## src/rtl/seg_vote_pkg.sv

```systemverilog
// Package: shared defaults and the voter outcome type for the
// self-checked sparse adder. Assumes nothing beyond IEEE 1800-2017.
package seg_vote_pkg;
    localparam int DEF_SEG_W = 4;
    localparam int DEF_N_SEG = 4;

    // Result of comparing one segment with its two checker adders
    typedef enum logic [1:0] {
        VOTE_MAIN  = 2'd0,  // segment agrees with at least one checker
        VOTE_TESTS = 2'd1,  // checkers agree, segment disagrees
        VOTE_SPLIT = 2'd2   // all three differ; segment value kept
    } vote_t;
endpackage

```

## src/rtl/ks_sparse_carry.sv

```systemverilog
// Kogge-Stone style prefix network that computes group generate and
// propagate over W bits, then exports only the carries at every STEP-bit
// boundary (index 0 is the external carry-in, index W/STEP the carry-out).
// Assumes W is a multiple of STEP.
module ks_sparse_carry #(
    parameter int W    = 16,
    parameter int STEP = 4,
    localparam int LV  = $clog2(W),
    localparam int NB  = W / STEP
) (
    input  logic [W-1:0] a,
    input  logic [W-1:0] b,
    input  logic         cin,
    output logic [NB:0]  carry
);
    logic [LV:0][W-1:0] gv;
    logic [LV:0][W-1:0] pv;

    // Prefix tree: each level combines spans doubled in length
    always_comb begin
        gv[0] = a & b;
        pv[0] = a ^ b;
        for (int l = 0; l < LV; l++) begin
            gv[l+1] = gv[l];
            pv[l+1] = pv[l];
            for (int i = (1 << l); i < W; i++) begin
                gv[l+1][i] = gv[l][i] | (pv[l][i] & gv[l][i-(1<<l)]);
                pv[l+1][i] = pv[l][i] & pv[l][i-(1<<l)];
            end
        end
    end

    assign carry[0] = cin;
    // Boundary carries only: the sparse tap points
    for (genvar k = 1; k <= NB; k++) begin : g_tap
        assign carry[k] = gv[LV][k*STEP-1] | (pv[LV][k*STEP-1] & cin);
    end
endmodule

```

## src/rtl/ripple_seg.sv

```systemverilog
// Plain ripple-carry adder for one SEG_W-bit slice. Used for the main
// segments, the two checker adders and the spare. Carry-out is not
// exported, since boundary carries come from the prefix network.
module ripple_seg #(
    parameter int SEG_W = 4
) (
    input  logic [SEG_W-1:0] x,
    input  logic [SEG_W-1:0] y,
    input  logic             ci,
    output logic [SEG_W-1:0] s
);
    logic cr;

    // Bit-serial carry chain across the slice
    always_comb begin
        cr = ci;
        for (int i = 0; i < SEG_W; i++) begin
            s[i] = x[i] ^ y[i] ^ cr;
            cr   = (x[i] & y[i]) | (cr & (x[i] ^ y[i]));
        end
    end
endmodule

```

## src/rtl/seg_voter.sv

```systemverilog
// Two-of-three vote between a segment result and two checker results.
// The checkers' value wins only when the two agree; otherwise the
// segment value passes. Flags the case "checkers agree, segment differs".
module seg_voter
    import seg_vote_pkg::*;
#(
    parameter int SEG_W = 4
) (
    input  logic [SEG_W-1:0] main_s,
    input  logic [SEG_W-1:0] t_a,
    input  logic [SEG_W-1:0] t_b,
    output logic [SEG_W-1:0] pick,
    output vote_t            outcome
);
    // Majority selection and outcome classification
    always_comb begin
        if (t_a == t_b && t_a != main_s) begin
            pick    = t_a;
            outcome = VOTE_TESTS;
        end else if (main_s == t_a || main_s == t_b) begin
            pick    = main_s;
            outcome = VOTE_MAIN;
        end else begin
            pick    = main_s;
            outcome = VOTE_SPLIT;
        end
    end
endmodule

```

## src/rtl/seg_vote_adder.sv

```systemverilog
// Top: sparse prefix adder whose ripple segments are checked one per
// cycle by two shared checker adders and a vote. On a disagreement the
// error is latched, the rotation freezes and a single spare replaces the
// failed segment. fault_en/fault_seg are test-only and corrupt one main
// segment (never the checkers or the spare). Reset is synchronous, active low.
module seg_vote_adder
    import seg_vote_pkg::*;
#(
    parameter int SEG_W = DEF_SEG_W,
    parameter int N_SEG = DEF_N_SEG,
    localparam int W    = SEG_W * N_SEG,
    localparam int IW   = $clog2(N_SEG)
) (
    input  logic          clk,
    input  logic          rst_n,
    input  logic [W-1:0]  op_a,
    input  logic [W-1:0]  op_b,
    input  logic          cin,
    input  logic          fault_en,
    input  logic [IW-1:0] fault_seg,
    output logic [W-1:0]  sum,
    output logic          cout,
    output logic          err,
    output logic [IW-1:0] err_seg
);
    logic [N_SEG:0]                seg_cin;
    logic [N_SEG-1:0][SEG_W-1:0]   a_sl, b_sl, main_raw, main_out, slot_sum, out_sl;
    logic [1:0][SEG_W-1:0]         test_s;
    logic [SEG_W-1:0]              spare_s, voted;
    vote_t                         vote_res;
    logic [IW-1:0]                 cnt_q, err_seg_q;
    logic                          err_q, det;

    assign a_sl = op_a;
    assign b_sl = op_b;

    ks_sparse_carry #(.W(W), .STEP(SEG_W)) u_carry (
        .a(op_a), .b(op_b), .cin(cin), .carry(seg_cin)
    );

    // Main segments, injection mux, spare substitution and final merge
    for (genvar k = 0; k < N_SEG; k++) begin : g_seg
        ripple_seg #(.SEG_W(SEG_W)) u_main (
            .x(a_sl[k]), .y(b_sl[k]), .ci(seg_cin[k]), .s(main_raw[k])
        );
        assign main_out[k] = main_raw[k] ^ {SEG_W{fault_en && fault_seg == IW'(k)}};
        assign slot_sum[k] = (err_q && err_seg_q == IW'(k)) ? spare_s : main_out[k];
        assign out_sl[k]   = (cnt_q == IW'(k)) ? voted : slot_sum[k];
    end

    // Two checker adders fed with the slice under test
    for (genvar t = 0; t < 2; t++) begin : g_test
        ripple_seg #(.SEG_W(SEG_W)) u_test (
            .x(a_sl[cnt_q]), .y(b_sl[cnt_q]), .ci(seg_cin[cnt_q]), .s(test_s[t])
        );
    end

    ripple_seg #(.SEG_W(SEG_W)) u_spare (
        .x(a_sl[err_seg_q]), .y(b_sl[err_seg_q]), .ci(seg_cin[err_seg_q]), .s(spare_s)
    );

    seg_voter #(.SEG_W(SEG_W)) u_vote (
        .main_s(slot_sum[cnt_q]), .t_a(test_s[0]), .t_b(test_s[1]),
        .pick(voted), .outcome(vote_res)
    );

    assign det = !err_q && (vote_res == VOTE_TESTS);

    // Rotating test index; holds on detection and after an error
    always_ff @(posedge clk) begin
        if (!rst_n)
            cnt_q <= '0;
        else if (!err_q && !det)
            cnt_q <= (cnt_q == IW'(N_SEG-1)) ? '0 : cnt_q + 1'b1;
    end

    // Sticky error flag and failed-segment capture
    always_ff @(posedge clk) begin
        if (!rst_n) begin
            err_q     <= 1'b0;
            err_seg_q <= '0;
        end else if (det) begin
            err_q     <= 1'b1;
            err_seg_q <= cnt_q;
        end
    end

    assign sum     = out_sl;
    assign cout    = seg_cin[N_SEG];
    assign err     = err_q;
    assign err_seg = err_seg_q;
endmodule

```

## config.mk

```make
export PLATFORM = sky130hd
export DESIGN_NAME = seg_vote_adder
export DESIGN_NICKNAME = d
export VERILOG_FILES = /design/src/rtl/seg_vote_pkg.sv /design/src/rtl/ks_sparse_carry.sv /design/src/rtl/ripple_seg.sv /design/src/rtl/seg_voter.sv /design/src/rtl/seg_vote_adder.sv
export SDC_FILE = /design/constraint.sdc
export NUM_CORES = 1
export LEC_CHECK = 0
export BUFFER_PORTS_ARGS = -buffer_cell sky130_fd_sc_hd__buf_2
export CORE_MARGIN = 1
export CORE_UTILIZATION = 55
export DETAILED_ROUTE_END_ITERATION = 10
export GPL_TIMING_DRIVEN = 0
export HOLD_SLACK_MARGIN = 0.06
export PLACE_DENSITY_LB_ADDON = 0.25
export SYNTH_ARGS = -nofsm -noshare
export SYNTH_HDL_FRONTEND = slang
export SYNTH_SLANG_ARGS = --single-unit
```

## constraint.sdc

```tcl
create_clock -name clk -period 6 [get_ports clk]
set_input_delay 0.6 -clock clk [delete_from_list [all_inputs] [get_ports clk]]
set_output_delay 0.6 -clock clk [all_outputs]
set_load 0.01 [all_outputs]
```

**Word level (Yosys, flattened, before mapping)**

Index checks and enable logic that the tools add are counted.

- Register bits: 5
- Bits of input ports: 38
- Output and inout bits: 20
- Word-level logic and storage cells: 228

- Add/subtract/negate cells: 1
- $lt $le $gt $ge: 4
- Equal/unequal tests: 12
- Multiplexer cells: 26
- Bitwise operators: 167
- Reduce and logical (&&, ||, !) cells: 15

Operators by type and width:

| operator | number |
|---|---|
| bitwise AND 1 bit | 74 |
| two-way mux 4 bit | 14 |
| bitwise XOR 1 bit | 48 |
| binary-select mux 4 bit (select 2 bit) | 5 |
| OR 1 bit | 39 |
| bitwise AND 16 bit | 1 |
| bitwise XOR 16 bit | 1 |
| bitwise XOR 4 bit | 4 |
| equality test 2 bit (second input constant) | 6 |
| logical AND 1 bit | 10 |
| equality test 2 x 1 -> 1 bit (second input constant) | 4 |
| less-than comparator 2 x 4 -> 1 bit (second input constant) | 2 |
| zero test 2 bit | 3 |
| less-than comparator 2 x 3 -> 1 bit (second input constant) | 2 |
| two-way mux 2 bit | 3 |
| binary-select mux 1 bit (select 2 bit) | 2 |
| equality test 4 bit | 1 |
| != test 4 bit | 1 |
| adder 2 x 1 -> 2 bit (second input constant) | 1 |
| zero test 1 bit | 2 |
| two-way mux 1 bit | 2 |

**Depth between registers and ports, before layout**

- Depth in word-level cells: 28
- Mapped depth: 22
- Mapped depth without buffers: 22

**Modules after synthesis**

Synthesis repeated with hierarchy kept, for this count alone.

- Cell total of the unflattened synthesis: 252
- Area, all modules: 2575.0 um^2

By module, submodules not included:

| module | times used | cells each | area each (um^2) | sequential area each (um^2) |
|---|---|---|---|---|
| seg_vote_adder | 1 | 124 | 1292.5 | 100.1 |
| ripple_seg | 7 | 9 | 102.6 | 0.0 |
| ks_sparse_carry | 1 | 44 | 375.4 | 0.0 |
| seg_voter | 1 | 21 | 188.9 | 0.0 |

**Worst setup path before layout**

Ideal clock, no wire load.

- Kind: in2reg
- From: in op_a[0]
- To: reg err_seg_q[0] (netlist: err_seg[0])
- Setup time: 0.072 ns
- Arrival time: 4.906 ns
- Slack: 1.022 ns
- Stages on the path: 22
- Path buffers: 0
- Cell sequence: ha_1 a21o_1 a21o_1 a21o_1 a21oi_1 inv_1 a31oi_1 o21ai_0 a21oi_1 mux4_2 fa_1 inv_1 fa_1 inv_1 fa_1 xnor2_2 xnor2_2 mux2i_1 mux4_2 xnor2_2 a21oi_2 mux2i_1

- Cells in the longest elaborated chain, start to end: 25
- Elaborated cells between the ends (all ways): 110
- Those cells by class: 3 x eq/ne; 16 x mux; 90 x bitwise; 1 x reduce/logical

RTL lines:

| what | RTL line | text |
|---|---|---|
| from (decl) | seg_vote_adder.sv:16 | `input logic [W-1:0] op_a,` |
| bitwise AND 16 bit | ks_sparse_carry.sv:21 | `gv[0] = a & b;` |
| bitwise AND 1 bit | ks_sparse_carry.sv:27 | `gv[l+1][i] = gv[l][i] \| (pv[l][i] & gv[l][i-(1<<l)]);` |
| OR 1 bit | ks_sparse_carry.sv:27 |  |
| bitwise AND 1 bit | ks_sparse_carry.sv:27 |  |
| OR 1 bit | ks_sparse_carry.sv:27 |  |
| bitwise AND 1 bit | ks_sparse_carry.sv:27 |  |
| OR 1 bit | ks_sparse_carry.sv:27 |  |
| OR 1 bit | ks_sparse_carry.sv:36 | `assign carry[k] = gv[LV][k*STEP-1] \| (pv[LV][k*STEP-1] & cin);` |
| [... 9 more ...] | -- |  |
| two-way mux 4 bit | seg_vote_adder.sv:47 | `assign slot_sum[k] = (err_q && err_seg_q == IW'(k)) ? spare_s : main_out[k];` |
| binary-select mux 4 bit (select 2 bit) | seg_vote_adder.sv:63 | `.main_s(slot_sum[cnt_q]), .t_a(test_s[0]), .t_b(test_s[1]),` |
| two-way mux 4 bit (implied by the code) | seg_vote_adder.sv:63 |  |
| equality test 4 bit | seg_voter.sv:20 | `end else if (main_s == t_a \|\| main_s == t_b) begin` |
| two-way mux 2 bit | seg_voter.sv:20 |  |
| two-way mux 2 bit (*) | seg_voter.sv:17 | `if (t_a == t_b && t_a != main_s) begin` |
| equality test 2 x 1 -> 1 bit (*) | seg_vote_adder.sv:67 | `assign det = !err_q && (vote_res == VOTE_TESTS);` |
| logical AND 1 bit (*) | seg_vote_adder.sv:67 |  |
| to (signal assigned) | seg_vote_adder.sv:84 | `err_seg_q <= cnt_q;` |
| to (decl) | seg_vote_adder.sv:31 | `logic [IW-1:0] cnt_q, err_seg_q;` |

Every way passes the cells marked *; elsewhere a longest branch is shown, timed or not. The select of a mux whose other input is x is not followed.
A chain may end at the register's enable or synchronous reset.

**Final worst setup path**

- From: in op_a[0]
- To: out sum[3]

- Cells in the longest elaborated chain, start to end: 23
- Elaborated cells between the ends (all ways): 107
- Those cells by class: 1 x eq/ne; 16 x mux; 90 x bitwise

RTL lines:

| what | RTL line | text |
|---|---|---|
| bitwise AND 16 bit | ks_sparse_carry.sv:21 |  |
| bitwise AND 1 bit | ks_sparse_carry.sv:27 |  |
| OR 1 bit | ks_sparse_carry.sv:27 |  |
| bitwise AND 1 bit | ks_sparse_carry.sv:27 |  |
| OR 1 bit | ks_sparse_carry.sv:27 |  |
| bitwise AND 1 bit | ks_sparse_carry.sv:27 |  |
| OR 1 bit | ks_sparse_carry.sv:27 |  |
| OR 1 bit | ks_sparse_carry.sv:36 |  |
| [... 7 more ...] | -- |  |
| OR 1 bit | ripple_seg.sv:19 | `cr = (x[i] & y[i]) \| (cr & (x[i] ^ y[i]));` |
| bitwise XOR 1 bit | ripple_seg.sv:18 | `s[i] = x[i] ^ y[i] ^ cr;` |
| two-way mux 4 bit | seg_vote_adder.sv:47 |  |
| binary-select mux 4 bit (select 2 bit) | seg_vote_adder.sv:63 |  |
| two-way mux 4 bit (implied by the code) | seg_vote_adder.sv:63 |  |
| != test 4 bit | seg_voter.sv:17 |  |
| two-way mux 4 bit | seg_voter.sv:17 |  |
| two-way mux 4 bit (*) | seg_vote_adder.sv:48 | `assign out_sl[k] = (cnt_q == IW'(k)) ? voted : slot_sum[k];` |
| to (decl) | seg_vote_adder.sv:21 | `output logic [W-1:0] sum,` |

Marks and branches as above.

==> flow_summary.toml <==
[clocking]
clk_pin_slew_ps = 30
root_buffer = "clkbuf_8"
post_cts_buffers = 0
clock_sinks = 5
tritoncts = "built"
cts_buffers = 3
htree_levels = 1
clk_latency_ps = 220
cts_hold_buf = 0
clock_path_buffers = 2

[sta]
finalCriticalPeriod_ps = 5550
setup_violations = 0
slew_viol_final = 0
finalHoldViolCount = 0
fmax_mhz = 180
layout_setup_ws_ps = 455
fin_tns_setup_ps = 0
tightestPinTransition_ps = 524
skew_ps = 1.45
period_share_pct = 92.4
rsz0062_at_grt = "no"
slew_headroom_pct = 65.0

[logic_synthesis]
async_reset_ff_share_pct = 0
syn_avg_cell_area_sq_um = 10.2
ys_warn_count = 0
synthCells = 224
synth.distinct_cells = 33
synth-edff-count = 0
ys_seq_area_share_pct = 4.37
synth_nets = 300
synth_flop_cell = "dfxtp_1"
netlist_area_sq_um = 2290
synth.ff_latch_count = 5

[finish]
fin_util_pct = 67.3
fin_nets = 362
drive_gt1_share_pct = 36.8
syn_to_final_growth_pct = 17.4
diodes = 0
fill_cells = 318

[die]
io_pins = 58
core_sq_um = 4000
start_util_pct = 57.3
std_cell_rows = 23
fp.dieW_microns = 66.6
die_y_microns = 66.6
die_area_sq_um = 4430

[power_and_ir_drop]
p_seq_share_pct = 6.6
p_comb_share_pct = 86.3
p_leak_nw = 1.36
power_switching_w = 0.000411
pwr_density_cell_nw_per_um2 = 322
p_int_w = 0.000455
clkPwrFrac_pct = 7.1
switching_share_pct = 47.5
ir_drop_uv = 107

[critical_path]
crit_required_ps = 5400
arrival_ps = 4950
path_cells = "buf_2 > ha_1 > a21o_1 > a21o_1 > a21o_1 > a21oi_1 > inv_1 > a31oi_2 > o21ai_0 > a21oi_1 > mux4_2 > fa_1 > inv_1 > fa_1 > inv_1 > fa_1 > xnor2_2 > xnor2_2 > a21oi_1 > mux2_2 > buf_2"
cp_slowest_cell = "fa_1"
max_stage_delay_ps = 440
critPathCaptureType = "primary output"
cp.buffers_inverters = 5
cp_top_family = "compound AO/OA/AOI/OAI gates"
critPathKind = "in2out"
crit_fanout = 4
worstSetupStartpointType = "primary input"

[placement]
dp_slack_ps = 148
port_buffers = 57
dp_hpwl_microns = 4710
place_congestion = 0.846

[route]
firstDrtPassIters = 7
drc = 2
vias_per_cell = 5.58
ant_nets = 0
wire_per_inst_microns = 15.9
vias = 1869
drt_first_iter_violations = 84
wl_microns = 5310

[global_routing]
grt_max_degree = 11
grt_util_all_layers_pct = 26.4
grt_antenna_before_repair = 0
grt_pass1_wl_microns = 8750
grt_pass1_vias = 1915
grt_overflow_total = 0

[worst_hold_path]
hold_path.class = "in2reg"

[run]
maxCapViolations = 0

[outcome]
status = "finished, violations left"
violations = "design-rule violations"
==> cell usage in the layout (no fill, tap or decap), types with 7 or more instances in the layout <==
cell type   n
buf_2      58
inv_1      39
mux4_2     21
ha_1       20
mux2i_1    18
fa_1       18
xor2_1     13
nand2_1    11
a21oi_1    10
xnor2_1    10
nor2_1      8
mux2_2      7
==> through the flow <==
| stage | cells | instance area, sq um | hold WS (ps) | total power, W |
|---|---|---|---|---|
| after floorplan | 224 | 2290 | 661 | 0.000616 |
| after global placement | 331 | 2640 | 711 | 0.000790 |
| after detailed placement | 331 | 2640 | 729 | 0.000805 |
| after CTS | 335 | 2690 | 681 | 0.000870 |
| after global routing | 335 | 2690 | 702 | 0.000951 |
| final | 335 | 2690 | 685 | 0.000867 |
==> tightest hold or removal path: cells and delay by family <==
| kind | cells | cell delay (ps) |
|---|---|---|
| buffers and inverters | 1 | 140 |
| and+or+nand+nor | 1 | 60 |
| muxes | 1 | 50 |
==> kinds of logic (layout without fill, tap and decap cells) <==
group	Yosys count	in the layout	synth area share [%]
multiplexers	47	47	33.0
buffers and inverters	44	105	8.68
adder cells (fa/ha/maj)	38	38	26.6
AND/OR/NAND/NOR	36	36	8.90
AO/OA/AOI/OAI	28	28	7.48
XOR/XNOR	26	26	10.9
flip-flops	5	5	4.37
==> state kept, by name, summed over array words and instances (netlist names) <==
register  flops
err_seg       2
err           1
cnt_q         2
==> cell usage after synthesis, types with 7 or more instances <==
cell type | n | area, sq um
xnor2_1 | 10 | 87.6
mux4_2 | 21 | 473
nor2_1 | 8 | 30.0
fa_1 | 18 | 360
nand2_1 | 11 | 41.3
ha_1 | 20 | 250
xor2_1 | 13 | 114
a21oi_1 | 10 | 50.1
mux2i_1 | 18 | 180
mux2_2 | 7 | 78.8
inv_1 | 39 | 146
==> repair_timing <==
| item | 4_1_cts | 5_1_grt |
|---|---|---|
| hold endpoints to repair | 0 | 0 |
| resized for setup | 0 | 1 |
| setup endpoints to repair | 0 | 6 |
==> power groups by stage <==
stage / Combinational [W] / Sequential (W) / Clock [W]
floorplan: 0.000562 / 0.0000538 / 0
detailed placement: 0.000748 / 0.0000568 / 0
global placement: 0.000734 / 0.0000557 / 0
finish: 0.000748 / 0.0000569 / 0.0000617
global route: 0.000826 / 0.0000584 / 0.0000663
CTS: 0.000750 / 0.0000563 / 0.0000635
==> worst paths after layout <==
| check | end | depth (start not counted) | slack (ps) | from |
|---|---|---|---|---|
| hold reg to reg | err_seg[1]$_SDFFE_PN0P_ | 2 | 750 | err$_SDFFE_PN0P_ |
| setup reg to reg | err_seg[0]$_SDFFE_PN0P_ | 15 | 1790 | err_seg[0]$_SDFFE_PN0P_ |
| setup / recovery | sum[3] | 21 | 450 | op_a[0] |
| hold / removal | cnt_q[0]$_SDFFE_PN0P_ | 3 | 680 | rst_n |
==> per-layer routing <==
| metal | GRT usage (%) | part of all wire, % | up-vias |
|---|---|---|---|
| met4 | 2.39 | 0 | 0 |
| met5 | 0 | 0 | - |
| li1 | - | - | 910 |
| met1 | 33.0 | 43 | 909 |
| met2 | 50.1 | 54 | 50 |
| met3 | 2.74 | 3.7 | 0 |
==> area by class of cell <==
class | instances | area, sq um | share of cell area [%]
sequential | 5 | 100 | 3.72
tap | 50 | 62.6 | 2.32
clock buffer | 4 | 45.0 | 1.67
multi-input combinational | 175 | 2000 | 74.3
timing repair buffer | 57 | 285 | 10.6
inverter | 39 | 146 | 5.44
buffer | 5 | 52.6 | 1.95
No activity file was read; power rests on OpenSTA's default activity.
